`src/rtl/vram_sync_pkg.sv`:
```
package vram_sync_pkg;
    localparam int NUM_COPIES  = 2;
    localparam int RENDER_COPY = 0;
    localparam int CPU_COPY    = 1;
    localparam int NUM_PORTS   = 2;
endpackage

```
`src/rtl/vram_bank.sv`:
```
module vram_bank #(
    parameter int DW = 8,
    parameter int AW = 4
) (
    input  logic                clk,
    input  logic [1:0]          we,
    input  logic [1:0][AW-1:0]  addr,
    input  logic [1:0][DW-1:0]  wdata,
    output logic [1:0][DW-1:0]  rdata
);
    localparam int DEPTH = 1 << AW;

    logic [DW-1:0] mem [DEPTH];

    always_ff @(posedge clk) begin
        for (int p = 0; p < 2; p++) begin
            if (we[p]) mem[addr[p]] <= wdata[p];
            rdata[p] <= mem[addr[p]];
        end
    end
endmodule

```
`src/rtl/vram_copy_ctrl.sv`:
```
module vram_copy_ctrl #(
    parameter int SEG_AW = 4,
    parameter int SEG_W  = 2
) (
    input  logic              clk,
    input  logic              rst_n,
    input  logic              blank_start,
    input  logic              display_start,
    input  logic              rd_en,
    input  logic [SEG_W-1:0]  rd_seg_in,
    output logic              busy,
    output logic [SEG_AW-2:0] rd_cnt,
    output logic              wr_v,
    output logic [SEG_AW-2:0] wr_k,
    output logic              done,
    output logic              dropped,
    output logic              rd_valid,
    output logic [SEG_W-1:0]  rd_seg
);
    localparam int HW   = SEG_AW - 1;
    localparam int HALF = 1 << HW;
    localparam logic [HW-1:0] LAST = HW'(HALF - 1);

    typedef struct packed {
        logic             busy;
        logic             rd_act;
        logic [HW-1:0]    rd_cnt;
        logic             wr_v;
        logic [HW-1:0]    wr_k;
        logic             done;
        logic             dropped;
        logic             rd_valid;
        logic [SEG_W-1:0] rd_seg;
    } st_t;

    st_t st_d, st_q;

    always_comb begin
        st_d          = st_q;
        st_d.done     = 1'b0;
        st_d.rd_valid = rd_en && !st_q.busy;
        st_d.rd_seg   = rd_seg_in;
        if (display_start) st_d.dropped = st_q.busy;
        if (!st_q.busy) begin
            if (blank_start) begin
                st_d.busy   = 1'b1;
                st_d.rd_act = 1'b1;
                st_d.rd_cnt = '0;
                st_d.wr_v   = 1'b0;
            end
        end else begin
            st_d.wr_v = st_q.rd_act;
            st_d.wr_k = st_q.rd_cnt;
            if (st_q.rd_act) begin
                if (st_q.rd_cnt == LAST) st_d.rd_act = 1'b0;
                else                     st_d.rd_cnt = st_q.rd_cnt + 1'b1;
            end
            if (st_q.wr_v && st_q.wr_k == LAST) begin
                st_d.busy = 1'b0;
                st_d.done = 1'b1;
                st_d.wr_v = 1'b0;
            end
        end
    end

    always_ff @(posedge clk or negedge rst_n) begin
        if (!rst_n) st_q <= '0;
        else        st_q <= st_d;
    end

    assign busy     = st_q.busy;
    assign rd_cnt   = st_q.rd_cnt;
    assign wr_v     = st_q.wr_v;
    assign wr_k     = st_q.wr_k;
    assign done     = st_q.done;
    assign dropped  = st_q.dropped;
    assign rd_valid = st_q.rd_valid;
    assign rd_seg   = st_q.rd_seg;

    // done follows directly on the end of a busy period
    p_done_after_busy_r5: assert property (@(posedge clk) disable iff (!rst_n)
        st_q.done |-> (!st_q.busy && $past(st_q.busy)));

    // renderer gets no data in the cycle after a busy cycle
    p_rd_idle_r4: assert property (@(posedge clk) disable iff (!rst_n)
        st_q.busy |=> !st_q.rd_valid);

    // every copy begins at offset pair zero with reading active
    p_copy_start_r4: assert property (@(posedge clk) disable iff (!rst_n)
        $rose(st_q.busy) |-> (st_q.rd_act && st_q.rd_cnt == '0));

    // a dropped frame only ever follows a running copy
    p_drop_cause_r8: assert property (@(posedge clk) disable iff (!rst_n)
        $rose(st_q.dropped) |-> $past(st_q.busy));

    // writes into the render copy happen only inside a copy
    p_write_in_copy_r6: assert property (@(posedge clk) disable iff (!rst_n)
        st_q.wr_v |-> st_q.busy);
endmodule

```
`src/rtl/vram_mirror_sync.sv`:
```
module vram_mirror_sync
    import vram_sync_pkg::*;
#(
    parameter int DW     = 8,
    parameter int NSEG   = 4,
    parameter int SEG_AW = 4,
    localparam int SEG_W = (NSEG > 1) ? $clog2(NSEG) : 1,
    localparam int AW    = SEG_W + SEG_AW
) (
    input  logic          clk,
    input  logic          rst_n,
    input  logic          blank_start,
    input  logic          display_start,
    input  logic          cpu_valid,
    output logic          cpu_ready,
    input  logic [AW-1:0] cpu_addr,
    input  logic [DW-1:0] cpu_data,
    input  logic          rd_en,
    input  logic [AW-1:0] rd_addr,
    output logic          rd_valid,
    output logic [DW-1:0] rd_data,
    output logic          sync_busy,
    output logic          sync_done,
    output logic          frame_dropped
);
    logic                  busy, wr_v;
    logic [SEG_AW-2:0]     rd_cnt, wr_k;
    logic [SEG_W-1:0]      rd_seg_q;

    logic [SEG_W-1:0]  cpu_seg, rd_seg;
    logic [SEG_AW-1:0] cpu_off, rd_off;
    assign cpu_seg = cpu_addr[AW-1:SEG_AW];
    assign cpu_off = cpu_addr[SEG_AW-1:0];
    assign rd_seg  = rd_addr[AW-1:SEG_AW];
    assign rd_off  = rd_addr[SEG_AW-1:0];

    logic [NUM_PORTS-1:0]             bk_we   [NUM_COPIES][NSEG];
    logic [NUM_PORTS-1:0][SEG_AW-1:0] bk_addr [NUM_COPIES][NSEG];
    logic [NUM_PORTS-1:0][DW-1:0]     bk_wd   [NUM_COPIES][NSEG];
    logic [NUM_PORTS-1:0][DW-1:0]     bk_rd   [NUM_COPIES][NSEG];

    vram_copy_ctrl #(.SEG_AW(SEG_AW), .SEG_W(SEG_W)) u_ctrl (
        .clk          (clk),
        .rst_n        (rst_n),
        .blank_start  (blank_start),
        .display_start(display_start),
        .rd_en        (rd_en),
        .rd_seg_in    (rd_seg),
        .busy         (busy),
        .rd_cnt       (rd_cnt),
        .wr_v         (wr_v),
        .wr_k         (wr_k),
        .done         (sync_done),
        .dropped      (frame_dropped),
        .rd_valid     (rd_valid),
        .rd_seg       (rd_seg_q)
    );

    always_comb begin
        for (int s = 0; s < NSEG; s++) begin
            for (int p = 0; p < NUM_PORTS; p++) begin
                bk_addr[CPU_COPY][s][p] = busy ? {rd_cnt, 1'(p)}
                                        : ((p == 0) ? cpu_off : '0);
                bk_we[CPU_COPY][s][p]   = (p == 0) && !busy && cpu_valid
                                          && (cpu_seg == SEG_W'(s));
                bk_wd[CPU_COPY][s][p]   = cpu_data;
                bk_addr[RENDER_COPY][s][p] = busy ? {wr_k, 1'(p)}
                                           : ((p == 0) ? rd_off : '0);
                bk_we[RENDER_COPY][s][p]   = busy && wr_v;
                bk_wd[RENDER_COPY][s][p]   = bk_rd[CPU_COPY][s][p];
            end
        end
    end

    for (genvar c = 0; c < NUM_COPIES; c++) begin : g_copy
        for (genvar s = 0; s < NSEG; s++) begin : g_seg
            vram_bank #(.DW(DW), .AW(SEG_AW)) u_bank (
                .clk  (clk),
                .we   (bk_we[c][s]),
                .addr (bk_addr[c][s]),
                .wdata(bk_wd[c][s]),
                .rdata(bk_rd[c][s])
            );
        end
    end

    assign rd_data   = bk_rd[RENDER_COPY][rd_seg_q][0];
    assign cpu_ready = !busy;
    assign sync_busy = busy;

    // a copy never restarts while it is still running
    p_no_restart_r9: assert property (@(posedge clk) disable iff (!rst_n)
        (busy && !sync_done) |=> (busy || sync_done));
endmodule

```
`config.mk`:
```
export PLATFORM = sky130hd
export DESIGN_NAME = vram_mirror_sync
export DESIGN_NICKNAME = d
export VERILOG_FILES = /design/src/rtl/vram_sync_pkg.sv /design/src/rtl/vram_bank.sv /design/src/rtl/vram_copy_ctrl.sv /design/src/rtl/vram_mirror_sync.sv
export SDC_FILE = /design/constraint.sdc
export NUM_CORES = 2
export LEC_CHECK = 0
export ABC_AREA = 1
export CAP_MARGIN = 20
export CORE_MARGIN = 4
export CORE_UTILIZATION = 45
export DETAILED_ROUTE_END_ITERATION = 6
export DONT_BUFFER_PORTS = 1
export GPL_ROUTABILITY_DRIVEN = 1
export PLACE_DENSITY = 0.62
export SYNTH_ARGS = -nofsm -noshare
export SYNTH_HDL_FRONTEND = slang
export SYNTH_SLANG_ARGS = --single-unit
```
`constraint.sdc`:
```
create_clock -name clk -period 8.3 [get_ports clk]
set_clock_uncertainty 0.15 [all_clocks]
set_input_delay 1.66 -clock clk [delete_from_list [all_inputs] [get_ports clk]]
set_output_delay 1.66 -clock clk [all_outputs]
set_load 0.1 [all_outputs]
```
==> impl_metrics.json <==
{
  "nNetsFinal": 5498,
  "path_clk_slew_ps": 60,
  "die_w_um": 350,
  "status": "complete, no violations",
  "core_mm2": 0.116,
  "die-area_mm2": 0.122,
  "netlist_top_cells_count": "2866 x nand2_1, 1024 x edfxtp_1, 410 x clkbuf_1, 373 x nand3_1, 304 x inv_1",
  "critPathSlowestCell": "nor2_4",
  "place_congestion": 0.851,
  "design_area_mm2": 0.0565,
  "crit_arrival_ps": 5320,
  "grt_max_degree": 216,
  "worst_slew_pin_slew_ps": 1290,
  "ff2ff_path_depth": 7,
  "synth_area_mm2": 0.0526,
  "max_cap_violations": 0,
  "wire_per_inst_um": 22.2,
  "setup_viol": 0,
  "multi_input_area_mm2": 0.0160,
  "ys_ff_latch": 1134,
  "ant_nets": 0,
  "tritoncts": "done",
  "worstSkewPairLatency_ps": 720,
  "seqCellArea_mm2": 0.0330,
  "port_buffers": 0,
  "synth_edf_count": 1024,
  "clkSinkCount": 1134,
  "root_buffer": "clkbuf_16",
  "clock_path_buffers": 3,
  "drv_slew": 0,
  "crit_family": "simple AND/OR/NAND/NOR gates",
  "numCtsBuffers": 118,
  "end_kind": "flop",
  "ys_async_sr_fraction_pct": 1.23,
  "pin_count": 39,
  "drtIter0Drc": 4993,
  "drive_above_1_share_pct": 5.11,
  "ctsHoldBuffers": 0,
  "synth_most_common_cell": "nand2_1",
  "fin_crit_sh_pct": 61.9,
  "start_kind": "flop",
  "crit_chain": "nand2_2, buf_4, inv_2, nor2_1, nor2_4, nand2_1, nor2_1",
  "critPathMaxStageDelay_ps": 830,
  "whs_path_depth": 2,
  "htree_levels": 3,
  "p_leak_nw": 23.7,
  "cp_max_fo": 36,
  "drc": 0,
  "initial_core_util_pct": 45.3,
  "die_y_um": 350,
  "rsz0062_at_grt": "false",
  "finalHoldViolCount": 0,
  "fmax_ghz": 0.195,
  "required_ps": 8490,
  "ys_types": 29,
  "synth_top_area_share_pct": 58.5,
  "drt_pass1_iterations": 6,
  "vias_per_cell": 5.44,
  "area_delta_synth_final_pct": 7.37,
  "first_global_vias": 36400,
  "std_cell_rows": 125,
  "vias": 38600,
  "synth_fp_nets": 5947,
  "ir_drop_v": 0.000203,
  "max_slew_margin_pct": 14.1,
  "synth_area_leaders": "edfxtp_1 58%, nand2_1 20%, dfxtp_1 3.7%",
  "min_path_type": "flop to flop",
  "crit_buf_inv": 2,
  "crit_type": "flop to flop",
  "power_density_mw_per_mm2": 340,
  "post_cts_buffers": 0,
  "place_hpwl_um": 86800,
  "finalSetupTns_ps": 0,
  "postSynthCellCount": 5919,
  "grt-ovfl-total": 0,
  "syn-mean-instance-area_um2": 8.88,
  "cp.depth": 7,
  "ys_seq_area_share_pct": 62.8,
  "power.total_w": 0.0192,
  "grt_use_total_pct": 25.5,
  "synth_ff_type": "edfxtp_1",
  "yosysTopAreaCell": "edfxtp_1",
  "place_area_mm2": 0.0526,
  "antenna_found_initial": 6,
  "fillers": 10700,
  "path_common_cell": "nor2_1",
  "yosys_warnings": 0,
  "grt_pass1_wl_um": 234000,
  "min_period_ps": 5130,
  "drt_wl_total_um": 158000,
  "post_cts_resized": 0
}
## cells by family (layout without fill, tap and decap cells)
| kind of cell | count (synthesis) | after routing | synth area share (%) |
|---|---|---|---|
| simple gates | 3361 | 3361 | 25.0 |
| compound gates | 486 | 486 | 5.03 |
| buf+inv | 936 | 593 | 7.12 |
| flops | 1134 | 1134 | 62.8 |
| fa+ha+maj | 2 | 2 | 0.0476 |
| other cells | 0 | 2 | 0 |
## cell usage in the layout (no fill, tap or decap), types with 3 or more instances in the layout
cell type / instances
nor2_4: 6
o21ai_0: 268
nand3_1: 372
nand3b_1: 3
nor2_2: 3
a21oi_1: 124
edfxtp_1: 1024
a22oi_1: 53
nand4_1: 4
o22ai_2: 8
bufinv_16: 12
nand2_2: 10
o221ai_1: 9
inv_1: 290
clkinv_1: 24
clkbuf_16: 118
nand2_4: 5
dfxtp_1: 96
buf_12: 5
dfrtp_1: 12
nor2_1: 100
o211ai_1: 7
clkbuf_1: 35
clkbuf_8: 6
inv_6: 4
o21ai_1: 11
clkinv_2: 22
buf_4: 44
inv_2: 22
nand2_1: 2856
## flip-flops by register name, summed over array words and instances, names as in the netlist
name,flops
g_copy.g_seg.u_bank.mem,1024
g_copy.g_seg.u_bank.rdata,96
u_ctrl.rd_cnt,3
u_ctrl.wr_k,3
u_ctrl.rd_seg,2
u_ctrl.busy,1
u_ctrl.done,1
u_ctrl.dropped,1
u_ctrl.rd_valid,1
u_ctrl.st_q,1
u_ctrl.wr_v,1
## report_power, final
part	switching (W)	total, W	internal [W]	leakage (nW)
logic	0.00435	0.00576	0.00141	11.6
clock network	0.00226	0.00531	0.00305	1.88
registers	0.000713	0.00810	0.00739	10.3
total	0.00733	0.0192	0.0118	23.7
## per-layer routing
layer	vias to the layer above	track usage (%)	wire length, um
li1	18100	-	-
met1	18200	35.3	64900
met2	1925	40.8	72200
met3	324	4.59	15200
met4	6	8.28	5210
met5	-	0	41
## tightest hold or removal path, stage by stage, from the launching register on
cell and delay, ps:
dfrtp_1 340, nand2_1 50, nand2_1 60
## per-stage QoR
step,std cells,util [%],hold slack (ps),setup WS (ps)
4_1_cts,7098,48.6,340,3200
3_3_place_gp,6868,45.2,321,3320
3_5_place_dp,6872,45.3,324,3220
2_1_floorplan,5919,-,299,4100
6_report,7102,48.7,341,3170
5_1_grt,7100,48.6,377,3020
## cell type report
cell class | instances | share of cell area [%]
diodes | 2 | 0.00886
clock buffers | 159 | 5.61
clock inverters | 67 | 1.19
inverters | 314 | 2.11
multi-input cells | 3849 | 28.3
flip-flops and latches | 1134 | 58.5
well taps | 1524 | 3.38
repair buffers | 53 | 0.900
## final timing paths
kind | slack (ps) | startpoint | endpoint
worst max-delay path | 3170 | u_ctrl.busy | g_copy[1].g_seg[0].u_bank.mem[9][5]
worst min register to register | 340 | u_ctrl.st_q[12] | u_ctrl.st_q[12]
min in group asynchronous | 490 | rst_n | u_ctrl.wr_v
max in group asynchronous | 7420 | rst_n | u_ctrl.rd_cnt[0]
worst min-delay path | 340 | u_ctrl.st_q[12] | u_ctrl.st_q[12]
worst max register to register | 3170 | u_ctrl.busy | g_copy[1].g_seg[0].u_bank.mem[9][5]
Power figures use the tool's default switching activity.
